File: src/rtl/colproc_pkg.sv
package colproc_pkg;
  localparam logic [2:0] OPC_NOP    = 3'd0;
  localparam logic [2:0] OPC_LOAD   = 3'd1;
  localparam logic [2:0] OPC_HALVE  = 3'd2;
  localparam logic [2:0] OPC_ZERO   = 3'd3;
  localparam logic [2:0] OPC_ADD    = 3'd4;
  localparam logic [2:0] OPC_SUB    = 3'd5;
  localparam logic [2:0] OPC_CLRACC = 3'd6;

  typedef struct packed {
    logic load;
    logic halve;
    logic zero;
    logic add;
    logic sub;
    logic clr;
  } uop_t;
endpackage

File: src/rtl/colproc_seq.sv
module colproc_seq
  import colproc_pkg::*;
(
  input  logic       clk,
  input  logic       rst,
  input  logic [2:0] op_i,
  input  logic       op_valid_i,
  input  logic       last_i,
  output uop_t       uop_o,
  output logic       busy_o,
  output logic       done_o
);
  always_comb begin
    uop_o = '0;
    if (op_valid_i) begin
      case (op_i)
        OPC_LOAD:   uop_o.load  = 1'b1;
        OPC_HALVE:  uop_o.halve = 1'b1;
        OPC_ZERO:   uop_o.zero  = 1'b1;
        OPC_ADD:    uop_o.add   = 1'b1;
        OPC_SUB:    uop_o.sub   = 1'b1;
        OPC_CLRACC: uop_o.clr   = 1'b1;
        default:    uop_o = '0;
      endcase
    end
  end

  always_ff @(posedge clk) begin
    if (rst) begin
      busy_o <= 1'b0;
      done_o <= 1'b0;
    end else begin
      done_o <= op_valid_i && last_i;
      if (op_valid_i) busy_o <= !last_i;
    end
  end
endmodule

File: src/rtl/colproc_lane.sv
module colproc_lane
  import colproc_pkg::*;
#(
  parameter int SAMP_W = 10,
  parameter int FRAC   = 8,
  parameter int ACC_W  = 24
) (
  input  logic                     clk,
  input  logic                     rst,
  input  uop_t                     uop_i,
  input  logic signed [SAMP_W-1:0] samp_i,
  output logic signed [ACC_W-1:0]  acc_o,
  output logic                     ovf_o
);
  localparam int WORK_W = SAMP_W + FRAC;
  localparam logic signed [ACC_W-1:0] ACC_MAX = {1'b0, {(ACC_W-1){1'b1}}};
  localparam logic signed [ACC_W-1:0] ACC_MIN = {1'b1, {(ACC_W-1){1'b0}}};

  logic signed [WORK_W-1:0] work_q;
  logic signed [ACC_W:0]    acc_x, work_x, sum_x;
  logic                     wrap;
  logic signed [ACC_W-1:0]  acc_next;

  always_comb begin
    acc_x  = {acc_o[ACC_W-1], acc_o};
    work_x = {{(ACC_W+1-WORK_W){work_q[WORK_W-1]}}, work_q};
    sum_x  = uop_i.sub ? (acc_x - work_x) : (acc_x + work_x);
    wrap   = sum_x[ACC_W] != sum_x[ACC_W-1];
    if (wrap) acc_next = sum_x[ACC_W] ? ACC_MIN : ACC_MAX;
    else      acc_next = sum_x[ACC_W-1:0];
  end

  always_ff @(posedge clk) begin
    if (rst) begin
      work_q <= '0;
      acc_o  <= '0;
      ovf_o  <= 1'b0;
    end else begin
      if (uop_i.load)       work_q <= {samp_i, {FRAC{1'b0}}};
      else if (uop_i.halve) work_q <= work_q >>> 1;
      else if (uop_i.zero)  work_q <= '0;

      if (uop_i.clr) begin
        acc_o <= '0;
        ovf_o <= 1'b0;
      end else if (uop_i.add || uop_i.sub) begin
        acc_o <= acc_next;
        if (wrap) ovf_o <= 1'b1;
      end
    end
  end
endmodule

File: src/rtl/colproc_array.sv
module colproc_array
  import colproc_pkg::*;
#(
  parameter int NCOL   = 4,
  parameter int SAMP_W = 10,
  parameter int FRAC   = 8,
  parameter int ACC_W  = 24
) (
  input  logic                   clk,
  input  logic                   rst,
  input  logic [NCOL*SAMP_W-1:0] samp_i,
  input  logic [2:0]             op_i,
  input  logic                   op_valid_i,
  input  logic                   last_i,
  output logic                   busy_o,
  output logic                   done_o,
  output logic [NCOL*ACC_W-1:0]  acc_o,
  output logic [NCOL-1:0]        ovf_o
);
  uop_t uop;

  colproc_seq u_seq (
    .clk        (clk),
    .rst        (rst),
    .op_i       (op_i),
    .op_valid_i (op_valid_i),
    .last_i     (last_i),
    .uop_o      (uop),
    .busy_o     (busy_o),
    .done_o     (done_o)
  );

  for (genvar k = 0; k < NCOL; k++) begin : g_lane
    colproc_lane #(
      .SAMP_W (SAMP_W),
      .FRAC   (FRAC),
      .ACC_W  (ACC_W)
    ) u_lane (
      .clk    (clk),
      .rst    (rst),
      .uop_i  (uop),
      .samp_i (samp_i[k*SAMP_W +: SAMP_W]),
      .acc_o  (acc_o[k*ACC_W +: ACC_W]),
      .ovf_o  (ovf_o[k])
    );
  end
endmodule

File: config.mk
export PLATFORM = sky130hd
export DESIGN_NAME = colproc_array
export DESIGN_NICKNAME = d
export VERILOG_FILES = /design/src/rtl/colproc_pkg.sv /design/src/rtl/colproc_seq.sv /design/src/rtl/colproc_lane.sv /design/src/rtl/colproc_array.sv
export SDC_FILE = /design/constraint.sdc
export NUM_CORES = 1
export LEC_CHECK = 0
export BUFFER_PORTS_ARGS = -buffer_cell sky130_fd_sc_hd__buf_2
export CAP_MARGIN = 20
export CORE_AREA = 2 2 156 158
export CTS_BUF_LIST = sky130_fd_sc_hd__clkbuf_8 sky130_fd_sc_hd__clkbuf_16
export CTS_CLUSTER_DIAMETER = 50
export DETAILED_ROUTE_END_ITERATION = 12
export DIE_AREA = 0 0 158 160
export PLACE_DENSITY = 0.83
export RECOVER_POWER = 25
export SLEW_MARGIN = 20
export SYNTH_ARGS = -nofsm -noshare
export SYNTH_HDL_FRONTEND = slang
export SYNTH_SLANG_ARGS = --single-unit
File: constraint.sdc
create_clock -name clk -period 17.07 [get_ports clk]
set_input_delay 3.414 -clock clk [delete_from_list [all_inputs] [get_ports clk]]
set_output_delay 3.414 -clock clk [all_outputs]
set_load 0.005 [all_outputs]
# ---- After elaboration in Yosys (flattened, before gate mapping)
# Index checks and enable logic that the tools add are counted.
dict set report word_totals {
  reg_bits 174
  latchBits 0
  ramBits 0
  mem_bits_ro 0
  input_bits 47
  output_inout_bits 102
  word_cells 82
  mem_count 0
}
dict set report classes {
  addsub 8
  mul 0
  div 0
  n_lt_le_gt_ge 0
  n_eq_ne 11
  shift 0
  n_mux 28
  bitwise_logic 0
  n_reduce_logical 13
}
# cell n
set op_table {}
lappend op_table {{24-bit 2-to-1 mux} 8}
lappend op_table {{18-bit 2-to-1 mux} 9}
lappend op_table {{24-bit by 18-bit adder with 25-bit output} 4}
lappend op_table {{25-bit 2-to-1 mux} 4}
lappend op_table {{24-bit by 18-bit subtractor with 25-bit output} 4}
lappend op_table {{2-bit AND reduction} 5}
lappend op_table {{3-bit == test (second input constant)} 3}
lappend op_table {{3-bit by 2-bit == test with 1-bit output (second input constant)} 2}
lappend op_table {{1-bit 2-to-1 mux} 6}
lappend op_table {{6-bit 2-to-1 mux} 1}
lappend op_table {{1-bit inequality test} 4}
lappend op_table {{2-bit nonzero test} 2}
lappend op_table {{2-bit OR reduction} 2}
lappend op_table {{3-bit by 1-bit == test with 1-bit output (second input constant)} 1}
lappend op_table {{3-bit nonzero test} 1}
lappend op_table {{2-bit by 1-bit inequality test with 1-bit output (second input constant)} 1}
lappend op_table {{1-bit logical AND} 1}
lappend op_table {{1-bit logical NOT} 1}
lappend op_table {{1-bit logical OR} 1}

# ---- Logic depth before layout (Yosys ltp)
dict set report logic_depth {
  word_depth 6
  ltp_mapped 20
  mapped_depth_nobuf 18
}

# ---- Modules after synthesis
# From an unflattened synthesis, not the netlist that was laid out.
dict set report hier_totals {
  cells_unflattened 1891
  hier_area_um2 14348.8
}
# module instances cells_per_inst area_each_um2 seq_area_each_um2
set by_module_without_submodules {}
lappend by_module_without_submodules {{colproc_lane (g_lane[1].u_lane ...)} 2 467 3570.9 860.8}
lappend by_module_without_submodules {{colproc_lane (g_lane[3].u_lane)} 1 494 3693.5 860.8}
lappend by_module_without_submodules {{colproc_lane (g_lane[0].u_lane)} 1 446 3394.5 860.8}
lappend by_module_without_submodules {colproc_seq 1 17 118.9 40.0}

# ---- Least setup slack after synthesis
# No wires, ideal clock.
dict set report synth_timing {
  path_type {input-to-reg}
  from {input op_i[1]}
  to {register g_lane[3].u_lane.acc_o[20]}
  setup_ps 66
  arrival_ps 7676
  required_ps 17004
  path_slack_ps 9327
  cell_stages 20
  path_buffers 5
  path_cell_list {buf_2 nand3b_1 nor2_2 clkbuf_1 clkbuf_1 nor2_1 xnor2_1 ha_1 a21oi_2 o21bai_4 a2111oi_4 o31ai_2 a31oi_4 o21ai_2 or4_1 and3_1 buf_6 buf_6 maj3_2 a21oi_2}
}
dict set report synth_between {
  elab_chain_len 6
  elab_cells_between_ends 13
  classes_between {4 x eq/ne; 7 x mux; 2 x reduce/logical}
}
# item line
set synth_rtl {}
lappend synth_rtl {{start, declared} colproc_array.sv:12} ;# input logic [2:0] op_i,
lappend synth_rtl {{3-bit == test} colproc_seq.sv:16} ;# case (op_i)
lappend synth_rtl {{1-bit 2-to-1 mux} colproc_seq.sv:16}
lappend synth_rtl {{6-bit 2-to-1 mux (*)} colproc_seq.sv:15} ;# if (op_valid_i) begin
lappend synth_rtl {{25-bit 2-to-1 mux} colproc_lane.sv:27} ;# sum_x = uop_i.sub ? (acc_x - work_x) : (acc_x + work_x);
lappend synth_rtl {{24-bit 2-to-1 mux / 1-bit inequality test (equally long branches)} {colproc_lane.sv:29, colproc_lane.sv:28}}
lappend synth_rtl {{24-bit 2-to-1 mux} colproc_lane.sv:29} ;# if (wrap) acc_next = sum_x[ACC_W] ? ACC_MIN : ACC_MAX;
lappend synth_rtl {{end signal, assigned} colproc_lane.sv:47} ;# acc_o <= acc_next;
lappend synth_rtl {{end, declared} colproc_lane.sv:12} ;# output logic signed [ACC_W-1:0] acc_o,
# Mark *: on every way between the ends. The rest lies on a longest branch, timed or not.
# A chain may end at the register's enable or synchronous reset.

# ---- Final worst setup path
dict set report layout_timing {
  from {input op_i[0]}
  to {register g_lane[0].u_lane.ovf_o}
}
dict set report layout_between {
  elab_chain_len 6
  elab_cells_between_ends 12
  classes_between {4 x eq/ne; 5 x mux; 3 x reduce/logical}
}
# item line
set layout_rtl {}
lappend layout_rtl {{3-bit == test} colproc_seq.sv:16}
lappend layout_rtl {{1-bit 2-to-1 mux} colproc_seq.sv:16}
lappend layout_rtl {{6-bit 2-to-1 mux (*)} colproc_seq.sv:15}
lappend layout_rtl {{25-bit 2-to-1 mux} colproc_lane.sv:27}
lappend layout_rtl {{1-bit inequality test} colproc_lane.sv:28} ;# wrap = sum_x[ACC_W] != sum_x[ACC_W-1];
lappend layout_rtl {{2-bit AND reduction (no source line)} --}
lappend layout_rtl {{end signal, assigned} colproc_lane.sv:37} ;# ovf_o <= 1'b0;
lappend layout_rtl {{end signal, assigned} colproc_lane.sv:45} ;# ovf_o <= 1'b0;
lappend layout_rtl {{end signal, assigned} colproc_lane.sv:48} ;# if (wrap) ovf_o <= 1'b1;
lappend layout_rtl {{end, declared} colproc_lane.sv:13} ;# output logic ovf_o
# Marked as above.

==> flow_summary_export.csv <==
group,metric,value,unit
run_status,status,"complete, but fails checks",
run_status,violations,"capacitance limit, slew limit",
place,dp_slack,8160,ps
timing,drv_slew,46,
route,drt-total-wl,38000,um
worst_setup_path,cp_max_fo,61,
route,first_pass_iters,6,
synthesis,synth_area,13700,sq um
synthesis,synth.distinct_cells,78,
worst_setup_path,critical_path_arrival,8930,ps
worst_setup_path,r2r_cells,17,
clocking,h-tree-depth,4,
timing,fmax,116,MHz
timing,min_period_over_period,50.4,%
place,gp_congestion,0.917,
synthesis,synth_flop_cell,"dfxtp_1",
timing,fin_crit,8600,ps
synthesis,mappedNetlistNets,1883,
min_path,hold_start,"g_lane[2].u_lane.ovf_o",
timing,setup_ws,8470,ps
worst_setup_path,reg2reg_from,"g_lane[0].u_lane.work_q[2]",
route,drc,0,
timing,rsz0062_at_grt,"no",
power_and_ir_drop,power_density,99.7,nW/um^2
power_and_ir_drop,p_leak,0.00630,uW
clocking,ctsHoldBuffers,0,
grt,grtUsageTotal,29.7,%
min_path,min_to,"g_lane[2].u_lane.ovf_o",
route,ant_nets,0,
route,via_per_inst,6.35,
grt,antenna_found_initial,4,
place,hpwl,26700,um
clocking,cts_buffers,17,
timing,whs,452,ps
synthesis,yosysTopAreaCell,"dfxtp_1",
worst_setup_path,worstPathRequired,17410,ps
cells_and_area,drive_above_1_share,13.2,%
clocking,postCtsResizedCells,0,
grt,grt_overflow,0,
timing,final.setup.tns,0,ps
job,maxCapViolations,1,
synthesis,ys_seq_area_share,25.4,%
worst_setup_path,crit_slowest_cell,"nand3_1",
synthesis,ys_ff_latch,174,
timing,worstMarginPinSlew,2150,ps
floorplanning,start_util,57.5,%
cells_and_area,fin_cells,2138,
timing,relSlewSlack,-43.4,%
place,port_buffers,148,
power_and_ir_drop,ir_worst_vdd,0.0707,mV
cells_and_area,nNetsFinal,1947,
worst_setup_path,crit_path_cell_trace,"buf_2 > inv_2 > nor2_4 > buf_4 > a21oi_1 > a21oi_1 > xor2_1 > ha_1 > inv_1 > o21ai_0 > nor3_1 > nor2_1 > a31oi_1 > o21a_1 > o211ai_1 > nand3_1 > and3b_1 > o31ai_1",
floorplanning,die_x,158,um
timing,clock_skew,8.53,ps
route,wl_per_cell,17.8,um
worst_setup_path,crit_type,"in -> reg",
floorplanning,coreArea,23800,sq um
synthesis,async_flop_share,0,%
synthesis,syn_inst,1732,
synthesis,synth_area_leaders,"dfxtp_1, ha_1, a21oi_1",
floorplanning,die_area,25300,sq um
route,drt_iter0_markers,1602,
clocking,post_cts_buffers,0,
place,place_inst,2101,
clocking,cts.path.max_buffers,2,
cells_and_area,fillCellCount,2039,
worst_setup_path,worstReg2RegEnd,"g_lane[0].u_lane.ovf_o",
worst_setup_path,path_common_cell,"a21oi_1",
grt,grt_pass1_wl,62000,um
floorplanning,rows,57,
cells_and_area,area_growth,10.6,%
worst_setup_path,critPathLaunchType,"primary input",
min_path,hold_class,"reg -> reg",
synthesis,synth.top_cell.area_share,25.4,%
clocking,path_clk_slew,70,ps
worst_setup_path,critPathCaptureType,"flop",
worst_setup_path,cpPeakStageDelay,760,ps
synthesis,ys_warn_count,0,
synthesis,syn_avg_cell_area,7.91,sq um
grt,grt_max_degree,102,
clocking,root_buffer,"clkbuf_16",
floorplanning,die_h,160,um
synthesis,synth_edf_count,0,
grt,grt_pass1_vias,12600,
floorplanning,io_pins,149,
timing,setup_viol_count_final,0,
clocking,clock-sinks,174,
min_path,whs_path_depth,2,
clocking,clk_latency,440,ps
worst_setup_path,r2r_setup_slack,11910,ps
timing,hold_viol_final,0,
clocking,cts_tree,"built",
route,num_vias,13600,
## placed cells by master (no fill, tap or decap), drive strengths merged, types with 17 or more instances in the layout
cell,n
a222oi,36
dfxtp,174
a21o,36
inv,56
xnor2,93
a21oi,248
nor3b,33
maj3,51
ha,100
nor3,70
buf,135
clkbuf,44
o31ai,37
nor2,153
nand2,54
nand3,17
xor2,58
a31oi,34
o21ai,180
a211oi,18
## critical path: cells and delay by family
kind                       cells  cell delay, ps
adders and majority gates      1             360
xor gates and xnor gates       1             130
and+or+nand+nor                5            1650
buffers and inverters          4            1590
AOI/OAI and AO/OA              7            1740
## routing by layer
metal,up-vias,GRT usage [%],part of all wire [%]
met1,6384,38.7,42
met2,549,48.1,47
li1,6546,-,-
met4,2,12.7,3.4
met3,94,5.26,7.9
met5,-,0,0.034
## registers in the layout, summed over array words and instances (netlist names)
signal                flops
g_lane.u_lane.ovf_o       4
g_lane.u_lane.work_q     72
u_seq.done_o              1
u_seq.busy_o              1
g_lane.u_lane.acc_o      96
## stage by stage
step                      instance area [sq um]  util [%]  total power [uW]
after detailed placement                  14500      61.0              1090
after global placement                    14500      60.8              1070
after CTS                                 15200      63.6              1500
after global routing                      15100      63.5              1600
after floorplan                           13700         -               969
final                                     15100      63.6              1510
## how the worst max path moves through the flow
stage	startpoint	endpoint	slack (ps)	cells past startpoint
after floorplan	op_i[1]	g_lane[3].u_lane.acc_o[20]	9330	20
after global placement	op_i[0]	g_lane[0].u_lane.ovf_o	8350	18
after detailed placement	op_i[0]	g_lane[0].u_lane.ovf_o	8160	18
after CTS	op_i[0]	g_lane[0].u_lane.ovf_o	8570	18
after global routing	op_i[0]	g_lane[0].u_lane.ovf_o	7970	18
final	op_i[0]	g_lane[0].u_lane.ovf_o	8470	18
## cells by family after synthesis
logic type | Yosys count | share of synthesized area, %
AO/OA/AOI/OAI | 655 | 29.9
AND/OR/NAND/NOR | 422 | 15.6
flip-flops | 174 | 25.4
buffers and inverters | 166 | 5.02
adder cells (fa/ha/maj) | 155 | 13.7
XOR/XNOR | 151 | 9.66
multiplexers | 9 | 0.658
## power breakdown
part           switching [uW]  total (uW)  internal [uW]
combinational             368         642            273
clock                     183         416            233
sequential               25.1         452            427
## synthesized netlist by cell type (all sizes together), types with 6 or more instances
cell type,n
xor2,58
nand2,54
nand3,17
a211oi,18
inv,49
xnor2,93
nor3b,33
ha,100
a31oi,34
a21oi,248
buf,24
o21bai,12
o31ai,37
dfxtp,174
and2,8
nand2b,14
or3,6
nor2,153
clkbuf,93
maj3,51
mux2i,9
o21a,14
and3,10
a222oi,36
o21ai,180
nand4,7
nor4,13
nor3,70
or4,7
a21o,36
nor2b,9
## layout make-up
cell class / count / area (sq um) / area share [%]
Clock inverter: 15 / 186 / 1.23
Multi-Input combinational cell: 1392 / 9590 / 63.4
Clock buffer: 17 / 425 / 2.81
Timing Repair Buffer: 162 / 852 / 5.63
Antenna cell: 5 / 12.5 / 0.0826
Sequential cell: 174 / 3480 / 23.0
Tap cell: 324 / 405 / 2.68
Inverter: 49 / 184 / 1.21
No activity file was read; power rests on OpenSTA's default activity.
